$ cat src/rtl/fpcmp_pkg.sv
// Package: shared widths and the unpacked operand view for the compare unit.
// Assumes IEEE-754 binary32 and binary64 encodings.
package fpcmp_pkg;
    localparam int OP_W      = 64;
    localparam int MAG_W     = OP_W - 1;
    localparam int SP_W      = 32;
    localparam int SP_EXP_W  = 8;
    localparam int SP_FRAC_W = 23;
    localparam int DP_EXP_W  = 11;
    localparam int DP_FRAC_W = 52;

    // Sign, magnitude field (exponent and fraction) and NaN class of one operand
    typedef struct packed {
        logic             sign;
        logic [MAG_W-1:0] mag;
        logic             is_nan;
        logic             is_snan;
    } fp_view_t;
endpackage

$ cat src/rtl/fpcmp_unpack.sv
// Module: fpcmp_unpack
// Splits one operand into sign, zero-extended magnitude and NaN class for the
// selected format. Assumes that a single-precision operand sits in the low 32 bits.
module fpcmp_unpack
    import fpcmp_pkg::*;
(
    input  logic [OP_W-1:0] op_i,
    input  logic            dbl_i,
    output fp_view_t        view_o
);
    localparam int SP_MAG_W = SP_W - 1;
    localparam int DP_MAG_W = OP_W - 1;

    fp_view_t sp_view;
    fp_view_t dp_view;

    // Single-precision decode of the low word
    always_comb begin
        sp_view.sign    = op_i[SP_W-1];
        sp_view.mag     = {{(MAG_W-SP_MAG_W){1'b0}}, op_i[SP_MAG_W-1:0]};
        sp_view.is_nan  = (&op_i[SP_MAG_W-1:SP_FRAC_W]) && (|op_i[SP_FRAC_W-1:0]);
        sp_view.is_snan = sp_view.is_nan && !op_i[SP_FRAC_W-1];
    end

    // Double-precision decode of the full word
    always_comb begin
        dp_view.sign    = op_i[OP_W-1];
        dp_view.mag     = op_i[DP_MAG_W-1:0];
        dp_view.is_nan  = (&op_i[DP_MAG_W-1:DP_FRAC_W]) && (|op_i[DP_FRAC_W-1:0]);
        dp_view.is_snan = dp_view.is_nan && !op_i[DP_FRAC_W-1];
    end

    // Format select
    always_comb view_o = dbl_i ? dp_view : sp_view;
endmodule

$ cat src/rtl/fpcmp_order.sv
// Module: fpcmp_order
// Sign-magnitude ordering of two non-NaN operands. Both zeros compare equal.
// Assumes that the caller masks the outputs when either operand is a NaN.
module fpcmp_order
    import fpcmp_pkg::*;
(
    input  logic             sign_a_i,
    input  logic [MAG_W-1:0] mag_a_i,
    input  logic             sign_b_i,
    input  logic [MAG_W-1:0] mag_b_i,
    input  logic             abs_i,
    output logic             lt_o,
    output logic             eq_o
);
    logic sa, sb, both_zero, mag_lt, mag_gt, mag_eq;

    // Effective signs after the optional absolute-value step
    always_comb begin
        sa = sign_a_i & ~abs_i;
        sb = sign_b_i & ~abs_i;
    end

    // Raw magnitude relations
    always_comb begin
        mag_lt    = mag_a_i < mag_b_i;
        mag_gt    = mag_a_i > mag_b_i;
        mag_eq    = mag_a_i == mag_b_i;
        both_zero = (mag_a_i == '0) && (mag_b_i == '0);
    end

    // Equal and strictly-less from the signs and the magnitudes
    always_comb begin
        eq_o = both_zero || (mag_eq && (sa == sb));
        if (eq_o)          lt_o = 1'b0;
        else if (sa != sb) lt_o = sa;
        else if (sa)       lt_o = mag_gt;
        else               lt_o = mag_lt;
    end
endmodule

$ cat src/rtl/fpcmp_cond_unit.sv
// Module: fpcmp_cond_unit
// Compares two IEEE operands under a condition mask and latches the result
// into a selected condition-code bit. It also raises an invalid pulse on an
// unordered compare that signals. All outputs are registered.
// Assumes a synchronous active-low reset.
module fpcmp_cond_unit
    import fpcmp_pkg::*;
#(
    parameter int NUM_CC = 8,
    localparam int SEL_W = $clog2(NUM_CC)
) (
    input  logic              clk,
    input  logic              rst_n,
    input  logic              strobe_i,
    input  logic [63:0]       op_a_i,
    input  logic [63:0]       op_b_i,
    input  logic              dbl_i,
    input  logic              abs_i,
    input  logic [3:0]        cond_i,
    input  logic [SEL_W-1:0]  cc_sel_i,
    output logic              result_o,
    output logic [NUM_CC-1:0] cc_o,
    output logic              invalid_o
);
    localparam logic [NUM_CC-1:0] CC_ONE = NUM_CC'(1);

    fp_view_t va, vb;
    logic     lt, eq, unord, less_t, equal_t, res_c, inv_c;

    fpcmp_unpack u_unpack_a (.op_i(op_a_i), .dbl_i(dbl_i), .view_o(va));
    fpcmp_unpack u_unpack_b (.op_i(op_b_i), .dbl_i(dbl_i), .view_o(vb));

    fpcmp_order u_order (
        .sign_a_i (va.sign),
        .mag_a_i  (va.mag),
        .sign_b_i (vb.sign),
        .mag_b_i  (vb.mag),
        .abs_i    (abs_i),
        .lt_o     (lt),
        .eq_o     (eq)
    );

    // Relation terms: a NaN forces unordered and suppresses less and equal
    always_comb begin
        unord   = va.is_nan | vb.is_nan;
        less_t  = lt & ~unord;
        equal_t = eq & ~unord;
    end

    // Masked condition result and invalid-operation detect
    always_comb begin
        res_c = (cond_i[2] & less_t) | (cond_i[1] & equal_t) | (cond_i[0] & unord);
        inv_c = unord & (cond_i[3] | va.is_snan | vb.is_snan);
    end

    // Output registers: condition-code write, result latch, invalid pulse
    always_ff @(posedge clk) begin
        if (!rst_n) begin
            cc_o      <= '0;
            result_o  <= 1'b0;
            invalid_o <= 1'b0;
        end else begin
            invalid_o <= strobe_i & inv_c;
            if (strobe_i) begin
                cc_o[cc_sel_i] <= res_c;
                result_o       <= res_c;
            end
        end
    end

    // less and equal are never both asserted by the ordering stage
    a_r6_lt_eq_excl: assert property (@(posedge clk) disable iff (!rst_n)
        !(lt && eq));

    // an unordered compare produces neither less nor equal
    a_r3_nan_unordered: assert property (@(posedge clk) disable iff (!rst_n)
        unord |-> !(less_t || equal_t));

    // the selected bit receives the result and the other bits keep their values
    a_r8_cc_write: assert property (@(posedge clk) disable iff (!rst_n)
        strobe_i |=> (cc_o[$past(cc_sel_i)] == result_o) &&
                     (((cc_o ^ $past(cc_o)) & ~(CC_ONE << $past(cc_sel_i))) == '0));

    // without a strobe the state holds and no invalid pulse appears
    a_r9_idle_hold: assert property (@(posedge clk) disable iff (!rst_n)
        !strobe_i |=> $stable(cc_o) && $stable(result_o) && !invalid_o);

    // an invalid pulse follows only a strobed compare
    a_r4_invalid_src: assert property (@(posedge clk) disable iff (!rst_n)
        $rose(invalid_o) |-> $past(strobe_i));
endmodule

$ cat config.mk
export PLATFORM = sky130hd
export DESIGN_NAME = fpcmp_cond_unit
export DESIGN_NICKNAME = d
export VERILOG_FILES = /design/src/rtl/fpcmp_pkg.sv /design/src/rtl/fpcmp_unpack.sv /design/src/rtl/fpcmp_order.sv /design/src/rtl/fpcmp_cond_unit.sv
export SDC_FILE = /design/constraint.sdc
export NUM_CORES = 1
export LEC_CHECK = 0
export BUFFER_PORTS_ARGS = -buffer_cell sky130_fd_sc_hd__buf_2
export CAP_MARGIN = 0
export CORE_MARGIN = 2
export CORE_UTILIZATION = 47
export CTS_BUF_LIST = sky130_fd_sc_hd__clkbuf_8
export CTS_CLUSTER_DIAMETER = 60
export DETAILED_ROUTE_END_ITERATION = 10
export PLACE_DENSITY = 0.85
export SLEW_MARGIN = 30
export SYNTH_ARGS = -nofsm -noshare
export SYNTH_HDL_FRONTEND = slang
export SYNTH_SLANG_ARGS = --single-unit
$ cat constraint.sdc
create_clock -name clk -period 3.41 [get_ports clk]
set_input_delay 0.341 -clock clk [delete_from_list [all_inputs] [get_ports clk]]
set_output_delay 0.341 -clock clk [all_outputs]
set_load 0.05 [all_outputs]
==> PnR_summary.wiki, run 1 <==
{| class="wikitable"
! Metric !! Value
|-
| Result of the run || complete, no violations
|-
| Cell with the largest stage delay on the worst path || sky130_fd_sc_hd__a311oi_4
|-
| Source of the critical timing path || dbl_i
|-
| Largest fanout on the critical path || 41
|-
| DR iter-0 viols || 127
|-
| Cells traversed along the worst timing path || buf_2 > buf_12 > nand2_1 > ha_1 > nand4_1 > nor4_4 > nand2_1 > nor4b_1 > a2bb2oi_1 > and4bb_1 > a311oi_4 > a21oi_1
|-
| Met1 Usage GRT || 0.325
|-
| Total die area || 6460 um2
|-
| Clock Latency Late Sink || 0.23 ns
|-
| Met2 Use GR || 0.463
|-
| Total Wirelength || 8330 um
|-
| Final worst path period share || 0.941
|-
| Synthesis-to-layout area growth || 32.3%
|-
| Maximum resistive drop on vdd || 239 uV
|-
| Peak per-stage delay on the critical path || 0.51 ns
|-
| Vias || 3503
|-
| Number of antenna violations at the first check in global routing || 0
|-
| Final number of hold-violating endpoints || 0
|-
| Cell type with the highest occurrence count on the critical path || sky130_fd_sc_hd__nand2_1
|-
| Clock skew || 0 ns
|-
| Sequential-to-total area share from yosys stat || 0.0730
|-
| Global-route wire length before repair || 13600 um
|-
| Power per unit of standard cell area || 169 nW/um2
|-
| Vert. Die Dim || 80.4 um
|-
| Remaining global-route overflow || 0
|-
| Number of buffers created by CTS || 3
|-
| Final setup viols || 0
|-
| Clock tree from TritonCTS || yes
|-
| Layout cell share with drive strength beyond 1 || 0.303
|-
| Core box area || 5570 um2
|-
| Endpoint of the lowest-slack register-to-register path || cc_o[1]
|-
| HPWL Detailed || 7340 um
|-
| Asr flop ratio synth || 0
|-
| P_leak || 1.89 nW
|-
| Cell types with the largest area share after synthesis || sky130_fd_sc_hd__ha_1, sky130_fd_sc_hd__and2_1, sky130_fd_sc_hd__dfxtp_1, sky130_fd_sc_hd__nand2_1, sky130_fd_sc_hd__a21oi_1
|-
| Global route hottest layer || met2
|-
| Root buffer cell || sky130_fd_sc_hd__clkbuf_8
|-
| Placer Congestion || 0.917
|-
| Mean instance size in the synthesized netlist || 7.02 um2
|-
| Number of placement rows || 27
|-
| Top_reg_cell synth || sky130_fd_sc_hd__dfxtp_1
|-
| Crit path time final || 3.21 ns
|-
| Maximum number of pins on one net before global-route repair || 42
|-
| Fillers || 509
|-
| CP startpoint kind || input port
|-
| Placed Instances || 607
|-
| WP data required || 3.50 ns
|-
| Worst reg-to-reg path cell count || 2
|-
| CTS H-Tree Depth || 1
|-
| Final slew viol count || 0
|-
| Kind of critical path || input port to flop
|-
| Vias in the first global route || 3223
|-
| R2R setup slack || 2.73 ns
|-
| TritonRoute pass-1 iters || 5
|-
| Vias per std cell || 5.74
|-
| Endpoint type of the worst setup path || flop
|-
| Cells on Worst Hold Path || 2
|-
| #FFs+latches synth || 10
|-
| Number of antenna diodes || 0
|-
| Total track usage || 0.254
|-
| Total standard cell area after synthesis || 2740 um2
|-
| Die Span X || 80.4 um
|-
| Launching point of the worst reg2reg path || cc_o[1]
|-
| Final instance count without filler cells || 610
|-
| Critical Path AT || 3.29 ns
|-
| Type of the worst min-delay path || input port to flop
|-
| Number of warning messages in the yosys log || 0
|-
| Slack of the critical path || 0.203 ns
|-
| Share of Yosys cell area claimed by the top area cell type || 0.287
|-
| Pre-CTS setup slack || -0.0137 ns
|-
| Maximum buffer depth of the clock tree || 2
|-
| Max cap viols || 0
|-
| Post-synthesis instance total || 391
|-
| Number of nets still failing antenna checks after routing || 0
|-
| Capturing element of the worst setup path || cc_o[1]
|-
| Post-synth net total || 594
|-
| Remaining routing DRC violations || 0
|-
| Top-level I/O count || 150
|-
| Met3 track utilization from global routing || 0.0213
|-
| Highest clock rate || 312 MHz
|-
| Slew headroom || 0.681
|-
| Number of distinct library cell variants in the gate-level netlist after synthesis || 44
|-
| Detail-routed net length per standard cell || 13.7 um
|-
| Final-stage net count || 743
|-
| Count of port buffers added during placement || 149
|-
| Count of flip-flops with a built-in enable after synthesis || 0
|-
| Initial Util || 0.492
|-
| Buffers inserted by post-CTS timing repair || 0
|-
| RSZ-0062 raised after global routing || no
|-
| Clock-pin slew on the worst setup and hold paths || 0.05 ns
|-
| Tightest Pin Transition || 0.475 ns
|-
| Dominant cell type by area after synthesis || sky130_fd_sc_hd__ha_1
|-
| Total clock sinks || 10
|}
-- power breakdown --
part           switching, mW  leakage [nW]  internal (mW)  total [mW]
registers            0.00192        0.0813          0.122       0.124
logic                  0.204          1.79          0.168       0.372
clock network         0.0400        0.0216         0.0767       0.117
total                  0.246          1.89          0.366       0.612
-- cells in the mapped netlist (all sizes together), types with 2 or more instances --
cell type / count
a211oi: 2
a21o: 9
and3: 2
inv: 33
and2: 33
mux2i: 2
clkbuf: 5
nand4: 27
o21ai: 18
nand2: 53
nor3: 7
nand3: 10
nor2: 19
nor4: 26
ha: 63
a21oi: 36
a31o: 2
buf: 2
dfxtp: 10
nand2b: 3
or4: 8
-- sequential cells by signal (all words and copies together), names as in the netlist --
signal and flops:
cc_o 8, invalid_o 1, result_o 1
-- cells in the final DEF, fill, tap and decap left out, types with 2 or more instances in the layout --
cell type,Yosys,routed
sky130_fd_sc_hd__and3_1,2,2
sky130_fd_sc_hd__nand2_1,53,53
sky130_fd_sc_hd__a21oi_1,36,36
sky130_fd_sc_hd__clkbuf_8,0,3
sky130_fd_sc_hd__mux2i_1,2,2
sky130_fd_sc_hd__a21o_1,9,9
sky130_fd_sc_hd__a31o_2,2,2
sky130_fd_sc_hd__o21ai_0,18,18
sky130_fd_sc_hd__or4_1,8,8
sky130_fd_sc_hd__dfxtp_1,10,10
sky130_fd_sc_hd__nor4_1,22,22
sky130_fd_sc_hd__nor2_1,19,19
sky130_fd_sc_hd__a211oi_1,2,2
sky130_fd_sc_hd__nand3_1,10,10
sky130_fd_sc_hd__and2_1,32,32
sky130_fd_sc_hd__buf_2,0,149
sky130_fd_sc_hd__nor4_2,4,3
sky130_fd_sc_hd__nor3_1,7,7
sky130_fd_sc_hd__ha_1,63,63
sky130_fd_sc_hd__inv_1,33,33
sky130_fd_sc_hd__nand2b_1,3,3
sky130_fd_sc_hd__nand4_1,27,27
-- per-layer routing --
layer,vias to the layer above,part of all wire
met5,-,0
met4,0,0.020
met3,17,0.077
met2,155,0.47
met1,1573,0.44
li1,1758,-
-- kinds of logic after synthesis --
family,share of synthesized area
xor gates and xnor gates,0.00319
muxes,0.00730
AOI/OAI and AO/OA,0.188
DFF,0.0730
adders and majority gates,0.287
and+or+nand+nor,0.387
buffers and inverters,0.0547
-- worst max-delay path: cells and delay by family --
kind	cells	cell delay, ns
AND/OR/NAND/NOR	6	1.33
buffers and inverters	2	0.50
adder cells (fa/ha/maj)	1	0.32
AO/OA/AOI/OAI	3	0.79
-- what timing repair did --
action                                  in CTS  in global routing
hold buffers                                 0                  0
resized for setup                            0                  1
endpoints found under the setup margin       0                  7
-- area by class of cell --
| cell class | count | area (um2) | area share |
|---|---|---|---|
| sequential | 10 | 200 | 0.0551 |
| timing repair buffer | 151 | 773 | 0.213 |
| clock buffer | 3 | 41.3 | 0.0114 |
| tap | 72 | 90.1 | 0.0248 |
| inverter | 33 | 124 | 0.0341 |
| multi-input combinational | 341 | 2400 | 0.662 |
-- worst min-delay path by stage --
stage	from	end	slack (ns)
after floorplan	strobe_i	result_o	0.43
after CTS	strobe_i	result_o	0.34
final	strobe_i	result_o	0.35
after global routing	strobe_i	result_o	0.35
after detailed placement	cc_o[1]	cc_o[1]	0.52
after global placement	cc_o[6]	cc_o[6]	0.52
-- through the flow --
stage	TNS [ns]	hold slack, ns	cell area (um2)	utilization	total power, mW
global placement	0	0.518	3580	0.642	0.479
global route	0	0.352	3630	0.651	0.671
CTS	0	0.343	3620	0.650	0.611
detailed placement	-0.0655	0.518	3580	0.642	0.491
floorplan	0	0.430	2740	-	0.330
finish	0	0.349	3630	0.651	0.612
(Power assumes the default switching activity.)
==> run 2: changes to the inputs <==
Settings changed: CORE_UTILIZATION 47 to 52, PLACE_DENSITY 0.85 to 0.86, SYNTH_HIERARCHICAL from default to 1.
==> PnR_summary.wiki, run 2 <==
{| class="wikitable"
! Metric !! Value
|-
| Result of the run || complete, no violations
|-
| Remaining global-route overflow || 0 (unchanged)
|-
| Number of warning messages in the yosys log || 6 (+6)
|-
| Cells on Worst Hold Path || 3 (+1)
|-
| Share of Yosys cell area claimed by the top area cell type || 0.207 (-0.0807)
|-
| Maximum number of pins on one net before global-route repair || 69 (+64%)
|-
| CP startpoint kind || input port
|-
| WP data required || 3.53 ns (+0.03 ns)
|-
| Sequential-to-total area share from yosys stat || 0.0525 (-0.0205)
|-
| Final number of hold-violating endpoints || 0 (unchanged)
|-
| Post-synthesis instance total || 532 (+36%)
|-
| P_leak || 2.06 nW (+9.2%)
|-
| Total Wirelength || 11800 um (+42%)
|-
| Type of the worst min-delay path || input port to flop
|-
| Final worst path period share || 0.924 (-0.0162)
|-
| Total design power || 722 uW (+18%)
|-
| RSZ-0062 raised after global routing || no
|-
| Clock skew || 0 ns (unchanged)
|-
| Highest clock rate || 317 MHz (+1.7%)
|-
| Count of port buffers added during placement || 149 (unchanged)
|-
| Total clock sinks || 10 (unchanged)
|-
| Initial Util || 0.532 (+0.0394)
|-
| Number of distinct library cell variants in the gate-level netlist after synthesis || 48 (+9.1%)
|-
| #FFs+latches synth || 10 (unchanged)
|-
| Post-synth net total || 735 (+24%)
|-
| HPWL Detailed || 10300 um (+41%)
|-
| Cell types with the largest area share after synthesis || sky130_fd_sc_hd__ha_1, sky130_fd_sc_hd__buf_4, sky130_fd_sc_hd__and2_1, sky130_fd_sc_hd__nor4_1, sky130_fd_sc_hd__inv_1
|-
| Clock-pin slew on the worst setup and hold paths || 0.05 ns (about the same)
|-
| Total standard cell area after synthesis || 3810 um2 (+39%)
|-
| Final slew viol count || 0 (unchanged)
|-
| Maximum resistive drop on vdd || 93.7 uV (-61%)
|-
| Number of antenna violations at the first check in global routing || 0 (unchanged)
|-
| Clock tree from TritonCTS || yes
|-
| Synthesis-to-layout area growth || 10.9%
|-
| Clock Latency Late Sink || 0.24 ns (about the same)
|-
| Top-level I/O count || 150 (unchanged)
|-
| Dominant cell type by area after synthesis || sky130_fd_sc_hd__ha_1
|-
| Final-stage net count || 817 (+10%)
|-
| Kind of critical path || input port to flop
|-
| Power per unit of standard cell area || 171 nW/um2 (+1.3%)
|-
| Detail-routed net length per standard cell || 16.6 um (+22%)
|-
| Total track usage || 0.292 (+0.0383)
|-
| Vias per std cell || 5.89 (+2.6%)
|-
| Number of antenna diodes || 0 (unchanged)
|-
| Maximum buffer depth of the clock tree || 2 (unchanged)
|-
| Final setup viols || 0 (unchanged)
|-
| Vert. Die Dim || 89.7 um (+11%)
|-
| Max cap viols || 0 (unchanged)
|-
| CTS H-Tree Depth || 1 (unchanged)
|-
| Asr flop ratio synth || 0 (unchanged)
|-
| Slew headroom || 0.628 (-0.0523)
|-
| Layout cell share with drive strength beyond 1 || 0.277 (-0.0256)
|-
| Worst reg-to-reg path cell count || 2 (unchanged)
|-
| Crit path time final || 3.15 ns (-0.0551 ns)
|-
| End-of-flow core utilization || 0.589 (-0.0620)
|-
| Root buffer cell || sky130_fd_sc_hd__clkbuf_8
|-
| Slack of the critical path || 0.258 ns (+0.0551 ns)
|-
| Largest register FFs || 8 (unchanged)
|-
| R2R setup slack || 2.81 ns (+0.08 ns)
|-
| DR iter-0 viols || 263 (+110%)
|-
| Number of nets still failing antenna checks after routing || 0 (unchanged)
|-
| Endpoint type of the worst setup path || flop
|-
| Number of hold buffers added after cts || 0 (unchanged)
|-
| Mean instance size in the synthesized netlist || 7.17 um2 (+2.2%)
|-
| Tightest Pin Transition || 0.553 ns (+0.0777 ns)
|-
| Die Span X || 89.7 um (+11%)
|-
| Top_reg_cell synth || sky130_fd_sc_hd__dfxtp_1
|-
| Global-route wire length before repair || 18400 um (+36%)
|-
| Core box area || 7180 um2 (+29%)
|-
| Vias || 4195 (+20%)
|-
| Largest fanout on the critical path || 68 (+66%)
|-
| Total die area || 8040 um2 (+24%)
|-
| Number of placement rows || 31 (+15%)
|-
| Buffers inserted by post-CTS timing repair || 0 (unchanged)
|-
| Leading post-synthesis cells by instance count || sky130_fd_sc_hd__inv_1, sky130_fd_sc_hd__buf_4, sky130_fd_sc_hd__ha_1
|-
| Most used cells in the layout excluding fill and tap cells || sky130_fd_sc_hd__buf_2, sky130_fd_sc_hd__inv_1, sky130_fd_sc_hd__ha_1, sky130_fd_sc_hd__nor4_1, sky130_fd_sc_hd__and2_1
|-
| Count of flip-flops with a built-in enable after synthesis || 0 (unchanged)
|-
| Placer Congestion || 0.987 (+7.7%)
|-
| Vias in the first global route || 3979 (+23%)
|-
| Leading cell type in the layout, fill and taps excluded || sky130_fd_sc_hd__buf_2
|-
| Most used standard cell by instance count after synthesis || sky130_fd_sc_hd__inv_1
|-
| Pre-CTS setup slack || -0.0237 ns (-0.0100 ns)
|-
| Number of buffers created by CTS || 3 (unchanged)
|-
| Top register by number of flip-flops || cc_o
|-
| Largest registers || cc_o (8), invalid_o (1), result_o (1)
|-
| Critical Path AT || 3.28 ns (about the same)
|-
| TritonRoute pass-1 iters || 5 (unchanged)
|-
| Remaining routing DRC violations || 0 (unchanged)
|}
-- run 2: cell count changes after synthesis, sizes merged, moves of 5 or more --
cell / before / now
a21oi: 36 / 24
nand4: 27 / 33
nor2: 19 / 9
o211ai: 0 / 10
inv: 33 / 69
buf: 2 / 72
nand2: 53 / 20
or4: 8 / 3
nor4: 26 / 62
a21o: 9 / 4
and2: 33 / 64
a21boi: 0 / 11
-- run 2: stage by stage --
step	hold slack (ns)	setup TNS (ns)	area [um2]	cells
6_report	0.348	0	4230	712
5_1_grt	0.352	0	4230	712
4_1_cts	0.346	0	4230	712
3_5_place_dp	0.469	-0.0237	4170	708
3_3_place_gp	0.454	0	4170	708
2_1_floorplan	0.466	0	3810	532
-- run 2: final cells by class --
| class | count | area, um2 |
|---|---|---|
| well taps | 99 | 124 |
| repair buffers | 150 | 766 |
| fillers | 713 | 2950 |
| flip-flops and latches | 10 | 200 |
| multi-input cells | 380 | 2830 |
| clock buffers | 4 | 55.1 |
| inverters | 69 | 259 |
-- run 2: worst paths after layout --
check                 start         to
hold / removal    cond_i[3]  invalid_o
hold reg to reg    result_o   result_o
setup reg to reg    cc_o[5]    cc_o[5]
setup / recovery      dbl_i    cc_o[7]
-- run 2: report_power, final --
group          internal (mW)  switching [mW]
clock network          0.102          0.0497
registers              0.120         0.00108
logic                  0.194           0.256
total                  0.416           0.307
-- run 2: cell families (layout without fill, tap and decap cells) --
logic type	Yosys count	in the layout	share of synthesized area
compound gates	85	85	0.145
xor+xnor	1	1	0.00230
fa+ha+maj	63	63	0.207
buf+inv	142	223	0.207
flops	10	10	0.0525
mux	2	2	0.00590
simple gates	229	229	0.380
-- run 2: per-layer routing --
layer | vias to the layer above | global-route usage | share of wire
li1 | 2056 | - | -
met1 | 1910 | 0.379 | 0.43
met2 | 209 | 0.505 | 0.47
met3 | 20 | 0.0402 | 0.081
met4 | 0 | 0.0814 | 0.016
met5 | - | 0 | 0
-- run 2: critical path: stages --
cell and delay, ns:
sky130_fd_sc_hd__buf_2 0.10, sky130_fd_sc_hd__buf_12 0.21, sky130_fd_sc_hd__and2_1 0.18, sky130_fd_sc_hd__inv_1 0.05, sky130_fd_sc_hd__ha_1 0.28, sky130_fd_sc_hd__a21o_1 0.19
sky130_fd_sc_hd__a21o_1 0.19, sky130_fd_sc_hd__a221oi_1 0.29, sky130_fd_sc_hd__o21ai_0 0.17, sky130_fd_sc_hd__nor4_1 0.37, sky130_fd_sc_hd__o21ai_1 0.12, sky130_fd_sc_hd__nor3b_2 0.16
sky130_fd_sc_hd__a22o_2 0.31, sky130_fd_sc_hd__o211ai_1 0.22, sky130_fd_sc_hd__a21boi_1 0.08
-- run 2: timing repair --
action,CTS,global route
hold endpoints to repair,0,0
endpoints found under the setup margin,0,7
gates resized for setup,0,1
==> run 3: changes to the inputs <==
Settings changed: CORE_UTILIZATION 52 to 51, CTS_BUF_LIST sky130_fd_sc_hd__clkbuf_8 to default, PLACE_DENSITY 0.86 to 0.84.
==> PnR_summary.wiki, run 3 (synthesis gave the netlist of run 2 again) <==
{| class="wikitable"
! Metric !! Value
|-
| Result of the run || complete, no violations
|-
| Count of buffer and inverter cells on the critical path || 2 (-1)
|-
| Vias || 4338 (+3.4%)
|-
| Cell with the largest stage delay on the worst path || sky130_fd_sc_hd__or4_4
|-
| Vias in the first global route || 4254 (+6.9%)
|-
| Vias per std cell || 5.93 (+0.58%)
|-
| Synthesis-to-layout area growth || 15.0%
|-
| Worst reg-to-reg path cell count || 2 (unchanged)
|-
| CTS H-Tree Depth || 1 (unchanged)
|-
| Count of port buffers added during placement || 149 (unchanged)
|-
| Maximum resistive drop on vdd || 129 uV (+38%)
|-
| Reg power frac || 0.162 (-0.005)
|-
| Number of antenna diodes || 0 (unchanged)
|-
| Top register by number of flip-flops || cc_o
|-
| Tightest Pin Transition || 0.689 ns (+0.137 ns)
|-
| Crit path time final || 3.17 ns (+0.0198 ns)
|-
| Number of buffers created by CTS || 3 (unchanged)
|-
| Number of antenna violations at the first check in global routing || 0 (unchanged)
|-
| Initial Util || 0.526 (-0.00569)
|-
| RSZ-0062 raised after global routing || no
|-
| Combined area of the multi-input logic cells || 2830 um2 (+0.22%)
|-
| HPWL Detailed || 10900 um (+5.6%)
|-
| Largest register FFs || 8 (unchanged)
|-
| Sequential cell area || 200 um2 (unchanged)
|-
| Largest fanout on the critical path || 31 (-54%)
|-
| Total clock sinks || 10 (unchanged)
|-
| Clock Latency Late Sink || 0.23 ns (about the same)
|-
| P_leak || 2.16 nW (+4.8%)
|-
| Root buffer cell || sky130_fd_sc_hd__clkbuf_8
|-
| Max cap viols || 0 (unchanged)
|-
| Fillers || 698 (-2.1%)
|-
| Clock tree from TritonCTS || yes
|-
| Power share of the combinational group || 0.640 (+0.017)
|-
| Power per unit of standard cell area || 170 nW/um2 (-0.40%)
|-
| Clk pwr share || 0.198 (-0.012)
|-
| Final slew viol count || 0 (unchanged)
|-
| Endpoint type of the worst setup path || flop
|-
| Slew headroom || 0.536 (-0.0919)
|-
| Final-stage net count || 837 (+2.4%)
|-
| Cells on Worst Hold Path || 3 (unchanged)
|-
| Switching share of power || 0.419 (-0.00547)
|-
| Number of placement rows || 31 (unchanged)
|-
| Die Span X || 90.5 um (+0.94%)
|-
| Largest registers || cc_o (8), invalid_o (1), result_o (1)
|-
| Final number of hold-violating endpoints || 0 (unchanged)
|-
| End-of-flow core utilization || 0.605 (+0.0156)
|-
| Layout cell share with drive strength beyond 1 || 0.302 (+0.0244)
|-
| Most used cells in the layout excluding fill and tap cells || sky130_fd_sc_hd__buf_2, sky130_fd_sc_hd__inv_1, sky130_fd_sc_hd__ha_1, sky130_fd_sc_hd__and2_1, sky130_fd_sc_hd__nor4_1
|-
| Number of cells on the critical path || 14 (-1)
|-
| Buffers inserted by post-CTS timing repair || 0 (unchanged)
|-
| Cell internal pwr || 434 uW (+4.3%)
|-
| Top-level I/O count || 150 (unchanged)
|-
| Highest clock rate || 315 MHz (-0.63%)
|-
| Global-route wire length before repair || 20100 um (+8.8%)
|-
| Detail-routed net length per standard cell || 17.0 um (+2.3%)
|-
| Final setup viols || 0 (unchanged)
|-
| CP startpoint kind || input port
|-
| Clock-pin slew on the worst setup and hold paths || 0.05 ns (about the same)
|-
| Cells traversed along the worst timing path || clkbuf_4 > buf_4 > and2_1 > ha_1 > nand4_2 > or4_4 > nor4b_4 > a21boi_2 > nor4_2 > nor2_1 > nor3b_2 > a22o_2 > o211ai_1 > a21boi_1
|-
| Clock skew || 0 ns (unchanged)
|-
| Peak per-stage delay on the critical path || 0.55 ns (+0.18 ns)
|-
| Sum Neg Setup Slack || 0 ns (unchanged)
|-
| Remaining routing DRC violations || 0 (unchanged)
|-
| Type of the worst min-delay path || input port to flop
|-
| Final worst path period share || 0.930 (+0.00582)
|-
| Number of hold buffers added after cts || 0 (unchanged)
|-
| Maximum number of pins on one net before global-route repair || 32 (-54%)
|-
| # resized after CTS || 0 (unchanged)
|-
| Maximum buffer depth of the clock tree || 2 (unchanged)
|-
| Vert. Die Dim || 90.5 um (+0.94%)
|-
| WP data required || 3.52 ns (about the same)
|-
| DR iter-0 viols || 261 (-0.76%)
|-
| Total die area || 8190 um2 (+1.9%)
|-
| Number of nets still failing antenna checks after routing || 0 (unchanged)
|-
| Total track usage || 0.294 (+0.00166)
|-
| TritonRoute pass-1 iters || 5 (unchanged)
|-
| P_sw || 313 uW (+2.0%)
|-
| Remaining global-route overflow || 0 (unchanged)
|-
| Leading cell type in the layout, fill and taps excluded || sky130_fd_sc_hd__buf_2
|-
| Total Wirelength || 12500 um (+5.2%)
|-
| Crit path max-delay family || simple AND/OR/NAND/NOR gates
|-
| R2R setup slack || 2.79 ns (-0.02 ns)
|-
| Core box area || 7250 um2 (+1.1%)
|-
| Kind of critical path || input port to flop
|-
| Critical Path AT || 3.28 ns (about the same)
|-
| Placer Congestion || 1.05 (+6.9%)
|-
| Hold slack || 0.349 ns (+0.000794 ns)
|}
-- run 3: changes by cell type in the layout (fill, tap and decap cells not counted) --
cell,previous run,this run
sky130_fd_sc_hd__buf_2,149,148
sky130_fd_sc_hd__buf_4,0,20
sky130_fd_sc_hd__nor4_2,0,1
sky130_fd_sc_hd__clkbuf_4,0,1
sky130_fd_sc_hd__nor4_1,62,61
-- run 3: path summary, 6_finish.rpt --
path / start / endpoint
worst max-delay path: dbl_i / cc_o[4]
worst max register to register: cc_o[5] / cc_o[5]
worst min register to register: cc_o[4] / cc_o[4]
worst min-delay path: cond_i[3] / invalid_o
-- run 3: power groups by stage --
stage | Sequential (mW) | Clock (mW) | Combinational [mW]
after floorplan | 0.133 | 0 | 0.302
after global placement | 0.123 | 0 | 0.447
final | 0.121 | 0.148 | 0.477
after detailed placement | 0.123 | 0 | 0.462
after CTS | 0.121 | 0.149 | 0.466
after global routing | 0.121 | 0.154 | 0.526
-- run 3: layout make-up --
class,count,area share
clock buffers,4,0.0125
flip-flops and latches,10,0.0456
inverters,69,0.0590
well taps,99,0.0282
repair buffers,170,0.209
multi-input cells,380,0.645
-- run 3: tightest hold or removal path: cells and delay by family --
kind,cells,cell delay [ns]
buffers and inverters,1,0.08
and+or+nand+nor,2,0.12
-- run 3: metal layers --
| metal | global-route usage | vias up | share of wire |
|---|---|---|---|
| met5 | 0 | - | 0 |
| met4 | 0.0795 | 0 | 0.023 |
| met3 | 0.0292 | 32 | 0.082 |
| met2 | 0.517 | 234 | 0.47 |
| met1 | 0.381 | 1981 | 0.42 |
| li1 | - | 2091 | - |
-- run 3: metrics by stage --
step	setup slack (ns)	instances	power (mW)	cell area, um2
after floorplan	0.494	532	0.435	3810
after detailed placement	-0.0746	728	0.585	4320
after CTS	0.141	732	0.736	4380
after global routing	0.0692	732	0.801	4390
after global placement	0.0644	728	0.570	4320
final	0.238	732	0.747	4390
